## config.mk

```make
export PLATFORM = sky130hd
export DESIGN_NAME = result_framer
export DESIGN_NICKNAME = d
export VERILOG_FILES = /design/src/rtl/rf_pkg.sv /design/src/rtl/rf_result_store.sv /design/src/rtl/rf_shifter.sv /design/src/rtl/result_framer.sv
export SDC_FILE = /design/constraint.sdc
export NUM_CORES = 1
export LEC_CHECK = 0
export ABC_CLOCK_PERIOD_IN_PS = 1370
export BUFFER_PORTS_ARGS = -buffer_cell sky130_fd_sc_hd__buf_2
export CAP_MARGIN = 10
export CORE_MARGIN = 2
export CORE_UTILIZATION = 40
export CTS_BUF_LIST = sky130_fd_sc_hd__clkbuf_16
export CTS_CLUSTER_SIZE = 14
export DETAILED_ROUTE_END_ITERATION = 12
export PLACE_DENSITY_LB_ADDON = 0.3
export SETUP_SLACK_MARGIN = 0.02
export SYNTH_ARGS = -nofsm -noshare
export SYNTH_HDL_FRONTEND = slang
export SYNTH_SLANG_ARGS = --single-unit
```

## constraint.sdc

```tcl
create_clock -name clk -period 1.37 [get_ports clk]
set_input_delay 0 -clock clk [delete_from_list [all_inputs] [get_ports clk]]
set_output_delay 0 -clock clk [all_outputs]
set_load 0.01 [all_outputs]
```

## src/rtl/rf_pkg.sv

```systemverilog
package rf_pkg;
  typedef enum logic {CHAIN_DAISY = 1'b0, CHAIN_CASCADE = 1'b1} chain_e;
endpackage

```

## src/rtl/rf_result_store.sv

```systemverilog
module rf_result_store #(
  parameter int W = 16
) (
  input  logic         clk,
  input  logic         rst,
  input  logic         valid,
  input  logic [W-1:0] din,
  input  logic         use_prev,
  output logic [W-1:0] word
);
  logic [W-1:0] cur_q, prev_q;

  always_ff @(posedge clk) begin
    if (rst) begin
      cur_q  <= '0;
      prev_q <= '0;
    end else if (valid) begin
      cur_q  <= din;
      prev_q <= cur_q;
    end
  end

  assign word = use_prev ? prev_q : cur_q;
endmodule

```

## src/rtl/rf_shifter.sv

```systemverilog
module rf_shifter #(
  parameter int W = 16
) (
  input  logic         clk,
  input  logic         rst,
  input  logic         cs_n,
  input  logic         start,
  input  logic         byte_mode,
  input  logic [W-1:0] word,
  output logic         sdo_r,
  output logic         sync_r,
  output logic         busy,
  output logic         active,
  output logic         finishing
);
  localparam int CNT_W = $clog2(W);
  localparam int HALF  = W / 2;
  localparam logic [CNT_W-1:0] LAST     = CNT_W'(W - 1);
  localparam logic [CNT_W-1:0] MID_PREV = CNT_W'(HALF - 1);

  logic [W-1:0]     sh;
  logic [CNT_W-1:0] cnt;
  logic             bm_q;

  assign finishing = active && (cnt == LAST);

  always_ff @(posedge clk) begin
    if (rst || cs_n) begin
      sh     <= '0;
      cnt    <= '0;
      bm_q   <= 1'b0;
      active <= 1'b0;
      busy   <= 1'b0;
      sdo_r  <= 1'b0;
      sync_r <= 1'b0;
    end else if (start) begin
      sh     <= word;
      cnt    <= '0;
      bm_q   <= byte_mode;
      active <= 1'b1;
      busy   <= 1'b1;
      sdo_r  <= word[W-1];
      sync_r <= 1'b1;
    end else if (active) begin
      if (cnt == LAST) begin
        active <= 1'b0;
        busy   <= 1'b0;
        sdo_r  <= 1'b0;
        sync_r <= 1'b0;
      end else begin
        cnt    <= cnt + 1'b1;
        sh     <= sh << 1;
        sdo_r  <= sh[W-2];
        sync_r <= bm_q && (cnt == MID_PREV);
        busy   <= (cnt != LAST - 1'b1);
      end
    end
  end
endmodule

```

## src/rtl/result_framer.sv

```systemverilog
module result_framer #(
  parameter int W = 16
) (
  input  logic         clk,
  input  logic         rst,
  input  logic         cs_n,
  input  logic         rd_req,
  input  logic         byte_mode,
  input  logic         chain_sel,
  input  logic         lat_sel,
  input  logic [W-1:0] res_data,
  input  logic         res_valid,
  input  logic         sdi,
  input  logic         sync_i,
  output logic         sdo,
  output logic         sync_o,
  output logic         out_en,
  output logic         bus_busy
);
  import rf_pkg::*;

  logic         rd_q, pass_q, start;
  logic [W-1:0] word;
  logic         sdo_r, sync_r, active, finishing;
  chain_e       mode;

  assign mode  = chain_e'(chain_sel);
  assign start = rd_q && !rd_req && !cs_n && !active;

  rf_result_store #(.W(W)) u_store (
    .clk(clk), .rst(rst), .valid(res_valid), .din(res_data),
    .use_prev(lat_sel), .word(word)
  );

  rf_shifter #(.W(W)) u_shift (
    .clk(clk), .rst(rst), .cs_n(cs_n), .start(start), .byte_mode(byte_mode),
    .word(word), .sdo_r(sdo_r), .sync_r(sync_r), .busy(bus_busy),
    .active(active), .finishing(finishing)
  );

  always_ff @(posedge clk) begin
    if (rst) rd_q <= 1'b0;
    else     rd_q <= rd_req;
  end

  always_ff @(posedge clk) begin
    if (rst || cs_n || start) pass_q <= 1'b0;
    else if (finishing)       pass_q <= (mode == CHAIN_DAISY);
  end

  assign sdo    = pass_q ? sdi    : sdo_r;
  assign sync_o = pass_q ? sync_i : sync_r;
  assign out_en = !cs_n;
endmodule

```

Word-level counts from Yosys, hierarchy flattened

Cells that the tools add are included.

Word-level logic and storage cells: 50
Output and inout bits: 4
Register bits: 58
Bits of input ports: 26

$add $sub $neg: 1
Multiplexer cells: 18
Bitwise gates (word level): 2
Equal/unequal tests: 4
Reduce and logical (&&, ||, !) cells: 14

Operators by type and width:

| cell                  | count |
|---|---|
| $mux W15              | 3 |
| $mux W16              | 1 |
| $mux W1               | 14 |
| $logic_and A1 B1 Y1   | 5 |
| $add A4 B1 Y4 const B | 1 |
| $eq A4 B3 Y1 const B  | 1 |
| $eq A4 B4 Y1 const B  | 1 |
| $ne A4 B4 Y1 const B  | 1 |
| $reduce_and A2 Y1     | 2 |
| $logic_not A1 Y1      | 3 |
| $logic_or A1 B1 Y1    | 2 |
| $ne A2 B2 Y1 const B  | 1 |
| $not A1 Y1            | 2 |
| $reduce_bool A2 Y1    | 1 |
| $reduce_or A2 Y1      | 1 |

Logic depth before layout (Yosys ltp)

Gate-level depths: netlist of the first run.

Word-level depth: 6
Depth in mapped cells: 6
Gate-level depth less buffers: 5

By module

From an unflattened synthesis of the first run, not the netlist that was laid out.

Cell total of the unflattened synthesis: 269
Area total of the unflattened synthesis: 2780.2 µm²

Modules (own cells, without submodules):

| module          | times used | seq. area each (µm²) | cells each | area an instance (µm²) |
|---|---|---|---|---|
| rf_result_store | 1          | 640.6                | 121        | 1393.8 |
| rf_shifter      | 1          | 480.5                | 138        | 1273.7 |
| result_framer   | 1          | 40.0                 | 10         | 112.6 |

Least setup slack after synthesis of the first run

Ideal clock, no wire load.

Kind: flip-flop to flip-flop
Start: reg u_shift.cnt[0]
End: reg u_shift.cnt[3]
Cell stages (with the launch flop): 7
Data required time: 1245 ps
Arrival time: 1345 ps
Path slack: -101 ps
Setup time: 125 ps
Cells stage by stage: dfxtp_1 ha_1 and3_1 buf_2 buf_4 o31ai_1 a21oi_1

Longest elaborated chain between the ends: 3
Elaborated cells between the ends (all ways): 4

Ends and longest elaborated chain:

| item                                                  | RTL line         | source |
|---|---|---|
| start: declaration                                    | rf_shifter.sv:22 | `logic [CNT_W-1:0] cnt;` |
| start signal: assignment                              | rf_shifter.sv:51 | `cnt <= cnt + 1'b1;` |
| branches (longest 3 deep; another with $add A4 B1 Y4) | -                |  |

Several ways; the timed one is not identified.
A chain may end at the register's enable or synchronous reset.

Worst setup path after layout of the first run

Start: reg u_shift.active
End: reg u_shift.sh[1]

Longest elaborated chain between the ends: 4
Elaborated cells between the ends (all ways): 6

Ends and longest elaborated chain:

| item                                                                       | RTL line            | source |
|---|---|---|
| start: declaration                                                         | rf_shifter.sv:13    | `output logic active,` |
| start signal: assignment                                                   | rf_shifter.sv:32    | `active <= 1'b0;` |
| start signal: assignment                                                   | rf_shifter.sv:40    | `active <= 1'b1;` |
| start signal: assignment                                                   | rf_shifter.sv:46    | `active <= 1'b0;` |
| $logic_not A1 Y1                                                           | result_framer.sv:28 | `assign start = rd_q && !rd_req && !cs_n && !active;` |
| $logic_and A1 B1 Y1                                                        | result_framer.sv:28 |  |
| $ne A2 B2 Y1 (no source line) / $reduce_bool A2 Y1 (equally long branches) | -                   |  |
| $reduce_and A2 Y1 (no source line)                                         | -                   |  |
| end signal: assignment                                                     | rf_shifter.sv:37    | `sh <= word;` |
| end signal: assignment                                                     | rf_shifter.sv:52    | `sh <= sh << 1;` |
| end: declaration                                                           | rf_shifter.sv:21    | `logic [W-1:0] sh;` |

Several ways; a longest one is shown, not always the timed one.

==> impl_metrics.yaml, run 1 <==
critical_path:
  cpLargestDelayFamily: "simple AND/OR/NAND/NOR gates"
  rr_worst_depth: 4
  crit_start: "u_shift.active"
  crit_fanout: 11
  cp_slowest_cell: "or4b_4"
  max_stage_delay_ns: 0.59
  regToRegStartpoint: "u_shift.active"
  cp-start-kind: "flop"
  path_class: "flop to flop"
  reg2reg_slack_ns: -0.03
  cp.arrival_ns: 1.67
  worstPathCellList: "or4b_4 > buf_4 > o22ai_2 > a22o_1"
  cp.depth: 4
  worst-path-buf-inv: 1
  r2r-end: "u_shift.sh[1]"
  crit_path_end_kind: "flop"
  cp.required_ns: 1.64
cts:
  cts_tree: "done"
  insertion_delay_ns: 0.33
  clockBufferDepth: 2
  cts_buffers: 9
  numClockSinks: 58
  cts_max_level: 3
  clk_pin_slew_worst_paths_ns: 0.05
  cts-root-buf: "clkbuf_16"
synth:
  synth_cells: 250
  seq_area_frac_synth_pct: 45.9
  syn_area_sq_um: 2530
  post_synth_main_area_contributors: "dfxtp_1 (46%), mux2i_1 (19%), nor2_1 (5.2%)"
  ys_ff_latch: 58
  yosysUniqueCellTypes: 36
  synth_top_area_cell: "dfxtp_1"
  synth_nets: 278
  ys_warn_count: 0
  yosysTopAreaCellShare_pct: 45.9
  postSynthAreaPerCell_sq_um: 10.1
die:
  die_w_um: 83.5
  io_pins: 30
  coreArea_sq_um: 6030
  start_util_pct: 41.9
  die_area_sq_um: 6970
  rows: 28
  die_h_um: 83.5
drt:
  drt_first_pass_iters: 4
  num_vias: 1993
  vias_per_cell: 5.08
  final_antenna_net_count: 0
  drt_first_iter_violations: 79
  drc: 0
  routedWlPerCell_um: 13.4
  routed_wirelength_um: 5260
grt:
  grt_pass1_wl_um: 9030
  antenna_found_initial: 0
  grt_max_degree: 33
  grtUsageTotal_pct: 16.2
  grt_pass1_vias: 1906
  overflow: 0
finish:
  area_delta_synth_final_pct: 32.3
  seq_area_sq_um: 1170
  n_antenna_cell: 0
  num-nets-final: 340
  drive_above_1_share_pct: 28.4
  multi_input_area_sq_um: 1270
  n_fill_cell: 546
sta:
  max_slew_margin_pct: 76.7
  maxSlewViolCount: 0
  whs_ns: 0.0535
  worstMarginPinSlew_ns: 0.350
  rsz0062_at_grt: "true"
  worst_slack_ns: -0.0282
  fin_crit_sh_pct: 102
  worst_clock_skew_ns: 0.00547
  fmax_mhz: 715
  min_period_ns: 1.40
  setup_viol: 9
  finalHoldViolations: 0
power:
  ir_drop_mv: 0.835
  power_density_nw_per_um2: 1210
  finalPower_mw: 4.05
  power.leakage_nw: 1.43
hold_path:
  min_path_type: "input pin to flop"
  hp-start: "rst"
  min_to: "u_store.prev_q[8]"
  hold-path-cell-count: 3
placed_design:
  io_buffers: 29
  dpl.hpwl_um: 3490
  gp_congestion: 0.765
outcome:
  violations: "negative setup slack"
  outcome: "finished, violations left"
run:
  maxCapViolations: 0
how the worst max path moves through the flow:
stage	end	slack [ns]
after floorplan	u_shift.sh[6]	0.03
after global placement	u_shift.sh[4]	0.02
after detailed placement	u_shift.sh[1]	-0.01
after CTS	u_shift.sh[1]	-0.02
after global routing	u_shift.sh[1]	-0.08
final	u_shift.sh[1]	-0.03
cells in the final DEF, fill, tap and decap left out, types with 3 or more instances in the layout:
| cell | count |
|---|---|
| inv_1 | 5 |
| a22o_1 | 13 |
| buf_4 | 20 |
| mux2i_1 | 47 |
| a21oi_1 | 7 |
| clkbuf_16 | 9 |
| clkinv_2 | 3 |
| mux2_2 | 3 |
| o22ai_2 | 9 |
| nand3_1 | 6 |
| dfxtp_1 | 55 |
| nand2_1 | 15 |
| buf_2 | 29 |
| dlygate4sd3_1 | 19 |
| o22ai_1 | 4 |
| nor2_1 | 35 |
logic make-up (layout without fill, tap and decap cells):
family | after synthesis | after routing | synth area share [%]
fa+ha+maj | 2 | 2 | 0.990
compound gates | 45 | 45 | 14.8
flops | 58 | 58 | 45.9
simple gates | 71 | 71 | 13.2
mux | 50 | 50 | 20.0
buf+inv | 24 | 91 | 5.20
synthesized netlist by cell type (all sizes together):
cell type   n
a21oi       7
a2111oi     1
nor3        3
or3         2
nand3       6
a21o        1
o21ai       3
nor2b       2
mux2i      47
clkbuf      7
nand4b      1
nand2      15
buf        13
mux2        3
nand4       1
o31ai       2
and3        1
o32ai       1
or2         2
a211oi      3
inv         4
dfxtp      58
or4b        2
o22ai      13
nor3b       1
nor2       35
a311oi      1
ha          2
a22o       13
metal layers:
| metal | track usage, % | vias up | share of wire, % |
|---|---|---|---|
| li1 | - | 1019 | - |
| met1 | 21.2 | 931 | 50 |
| met2 | 24.9 | 35 | 45 |
| met3 | 6.03 | 8 | 4.0 |
| met4 | 5.28 | 0 | 1.3 |
| met5 | 0 | - | 0 |
repair_timing:
item | CTS | global route
pin swaps | 0 | 3
setup endpoints to repair | 14 | 22
hold endpoints to repair | 19 | 0
setup buffers | 1 | 0
gates cloned | 0 | 0
hold buffers | 19 | 0
gates resized for setup | 1 | 7
final cells by class:
class,instances,share of cell area (%)
clock buffers,9,6.73
inverters,4,0.449
flip-flops and latches,58,34.9
clock inverters,7,1.12
multi-input cells,168,37.9
well taps,75,2.81
repair buffers,71,16.0
tightest hold or removal path, stage by stage:
cell and delay [ns]:
buf_2 0.12, buf_4 0.16, nor2_1 0.05
sequential cells by signal (all words and copies together), names as in the netlist:
name and flops:
pass_q 1, rd_q 1, u_shift.active 1, u_shift.bm_q 1
u_shift.busy 1, u_shift.cnt 4, u_shift.sdo_r 1, u_shift.sh 15
u_shift.sync_r 1, u_store.cur_q 16, u_store.prev_q 16
per-stage QoR:
stage,std cells,setup WS [ns],setup TNS (ns),util (%),instance area (sq um)
6_report,392,-0.0282,-0.172,55.5,3340
3_5_place_dp,356,-0.00958,-0.0271,47.5,2860
4_1_cts,392,-0.0199,-0.0934,55.1,3320
5_1_grt,392,-0.0780,-0.881,55.5,3340
2_1_floorplan,250,0.0343,0,-,2560
3_3_place_gp,356,0.0200,0,47.5,2860
power breakdown:
| part | total (mW) | internal [mW] | switching, mW |
|---|---|---|---|
| logic | 0.329 | 0.176 | 0.154 |
| registers | 1.77 | 1.74 | 0.0338 |
| clock network | 1.95 | 1.20 | 0.753 |
| total | 4.05 | 3.11 | 0.940 |
Note: power is estimated with default switching activity, not from simulation.
==> run 2, diff against run 1 <==
--- a/config.mk
+++ b/config.mk
@@ -8,6 +8,8 @@
 export ABC_CLOCK_PERIOD_IN_PS = 1370
 export BUFFER_PORTS_ARGS = -buffer_cell sky130_fd_sc_hd__buf_2
 export CAP_MARGIN = 10
+export CELL_PAD_IN_SITES_DETAIL_PLACEMENT = 0
+export CELL_PAD_IN_SITES_GLOBAL_PLACEMENT = 1
 export CORE_MARGIN = 2
 export CORE_UTILIZATION = 40
 export CTS_BUF_LIST = sky130_fd_sc_hd__clkbuf_16
==> constraint.sdc (replaced) <==
create_clock -name clk -period 1.37 [get_ports clk]
set_input_delay 0.137 -clock clk [delete_from_list [all_inputs] [get_ports clk]]
set_output_delay 0.137 -clock clk [all_outputs]
set_load 0.01 [all_outputs]
==> run 2 against run 1 <==
Against the previous run:
- the flow still finishes with violations (negative setup slack)
- hold slack got worse by 0.0059 ns
- clock power grew 29%
- sequential share of layout area down 0.49 points
- flip-flop and latch count is the same
- sequential power is essentially flat
- largest cell class unchanged
- design area up 1.4%
- non-clock buffer count shrank 12
- wire length up 3.6%
- global-route usage up 0.67 points
- first-iteration DRC count increased by 10%
- setup slack got worse by 0.013 ns
==> impl_metrics.yaml, run 2 (synthesized netlist as in run 1, its figures left out) <==
sta:
  max_slew_margin_pct: 77.8
  fmax_mhz: 709
  worst_clock_skew_ns: 0.00532
  finalHoldViolations: 0
  min_period_ns: 1.41
  rsz0062_at_grt: "true"
  worst_slack_ns: -0.0408
  maxSlewViolCount: 0
  worstMarginPinSlew_ns: 0.324
  fin_crit_sh_pct: 103
  setup_viol: 11
finish:
  most-common-layout-cells: "dfxtp_1 (55), mux2i_1 (47), nor2_1 (34)"
  drive_above_1_share_pct: 33.4
  final_common_cell: "dfxtp_1"
  num-nets-final: 328
  area_delta_synth_final_pct: 34.2
  reg_top3: "u_store.cur_q x16, u_store.prev_q x16, u_shift.sh x15"
  finalNonFillerCells: 380
  n_antenna_cell: 0
grt:
  use_met3_pct: 4.06
  busiest_layer: "met2"
  grt_max_degree: 25
  gr-usage-met2_pct: 25.3
  grt_pass1_vias: 1903
  grt_pass1_wl_um: 9430
  grtUsageTotal_pct: 16.9
  antenna_found_initial: 0
  overflow: 0
  gr-usage-met1_pct: 23.1
critical_path:
  crit_fanout: 8
  reg2reg_slack_ns: -0.04
  crit_path_end_kind: "flop"
  cp.arrival_ns: 1.68
  regToRegStartpoint: "u_shift.active"
  cp.required_ns: 1.63
  r2r-end: "u_shift.sh[1]"
  path_class: "flop to flop"
  cp_slowest_cell: "or4b_4"
  worstPathCellList: "or4b_4 > buf_6 > o22ai_4 > a22o_1"
  cp-start-kind: "flop"
  rr_worst_depth: 4
  max_stage_delay_ns: 0.59
drt:
  drt_first_pass_iters: 4
  routed_wirelength_um: 5450
  final_antenna_net_count: 0
  routedWlPerCell_um: 14.4
  vias_per_cell: 5.09
  drc: 0
  drt_first_iter_violations: 87
  num_vias: 1934
power:
  power_density_nw_per_um2: 1350
  seq_power_share_pct: 38.6
  ir_drop_mv: 0.946
  power.leakage_nw: 1.45
  clockPowerShare_pct: 54.6
  finalPower_mw: 4.59
  swShare_pct: 20.5
  p_int_mw: 3.65
  combPwrFrac_pct: 6.9
  p_sw_uw: 942
cts:
  clockBufferDepth: 2
  insertion_delay_ns: 0.32
  ctsHoldBuffers: 0
  cts-root-buf: "clkbuf_16"
  cts_buffers: 9
  cts_max_level: 3
  cts_tree: "done"
  clk_pin_slew_worst_paths_ns: 0.05
  numClockSinks: 58
die:
  io_pins: 30
  die_w_um: 83.5
  start_util_pct: 41.9
  coreArea_sq_um: 6030
  die_h_um: 83.5
  rows: 28
  die_area_sq_um: 6970
hold_path:
  min_to: "u_store.cur_q[14]"
  hp-start: "res_data[14]"
  hold-path-cell-count: 3
  min_path_type: "input pin to flop"
placed_design:
  dp.cells: 359
  io_buffers: 29
  dpl.hpwl_um: 3640
  gp_congestion: 0.770
run:
  maxCapViolations: 0
outcome:
  violations: "negative setup slack"
  outcome: "finished, violations left"
-- run 2: changes by cell type in the layout (fill, tap and decap cells not counted), sizes merged --
cell	before	now
inv	5	4
bufinv	0	3
clkinv	4	2
buf	52	59
dlygate4sd3	19	0
-- run 2: area by class of cell --
cell class / instances / area (sq um)
Fill cell: 555 / 2630
Multi-Input combinational cell: 168 / 1310
Inverter: 4 / 18.8
Clock buffer: 9 / 225
Timing Repair Buffer: 59 / 465
Clock inverter: 7 / 109
Sequential cell: 58 / 1170
Tap cell: 75 / 93.8
-- run 2: critical path, delay by kind of cell (launching register included) --
family / cells / cell delay, ns
AND/OR/NAND/NOR: 1 / 0.59
flip-flops: 1 / 0.34
AO/OA/AOI/OAI: 2 / 0.24
buffers and inverters: 1 / 0.19
-- run 2: how the worst max path moves through the flow --
stage / start / endpoint / slack [ns]
finish: u_shift.active / u_shift.sh[1] / -0.04
global route: u_shift.active / u_shift.sdo_r / -0.1
floorplan: u_shift.active / u_shift.sh[6] / 0.03
global placement: u_shift.active / u_shift.sh[4] / 0.005
CTS: u_shift.active / u_shift.sh[9] / -0.08
detailed placement: u_shift.active / u_shift.sh[1] / -0.02
-- run 2: metal layers --
layer	up-vias	share of wire, %
li1	1000	-
met2	35	46
met4	0	1.3
met3	6	3.6
met1	893	49
met5	-	0
-- run 2: power groups by stage --
stage / Clock, mW / Sequential (mW) / Combinational [mW]
2_1_floorplan: 0 / 1.80 / 0.193
3_3_place_gp: 0 / 1.80 / 0.301
3_5_place_dp: 0 / 1.81 / 0.302
4_1_cts: 2.55 / 1.77 / 0.308
5_1_grt: 2.63 / 1.78 / 0.349
6_report: 2.51 / 1.77 / 0.315
-- run 2: repair_timing --
item                       in CTS  in global routing
pin swaps                       7                  4
setup endpoints to repair      16                 24
buffers inserted                3                  2
gates resized for setup         4                 14
cloned                          0                  0
-- run 2: per-stage QoR --
stage,TNS (ns),area [sq um],setup WS [ns],hold slack (ns),util (%)
floorplan,0,2560,0.0343,0.265,-
global placement,0,2950,0.00475,0.369,48.9
detailed placement,-0.144,2950,-0.0236,0.379,48.9
CTS,-0.864,3320,-0.0801,0.0408,55.1
global route,-1.28,3390,-0.0978,0.0709,56.3
finish,-0.223,3390,-0.0408,0.0476,56.3
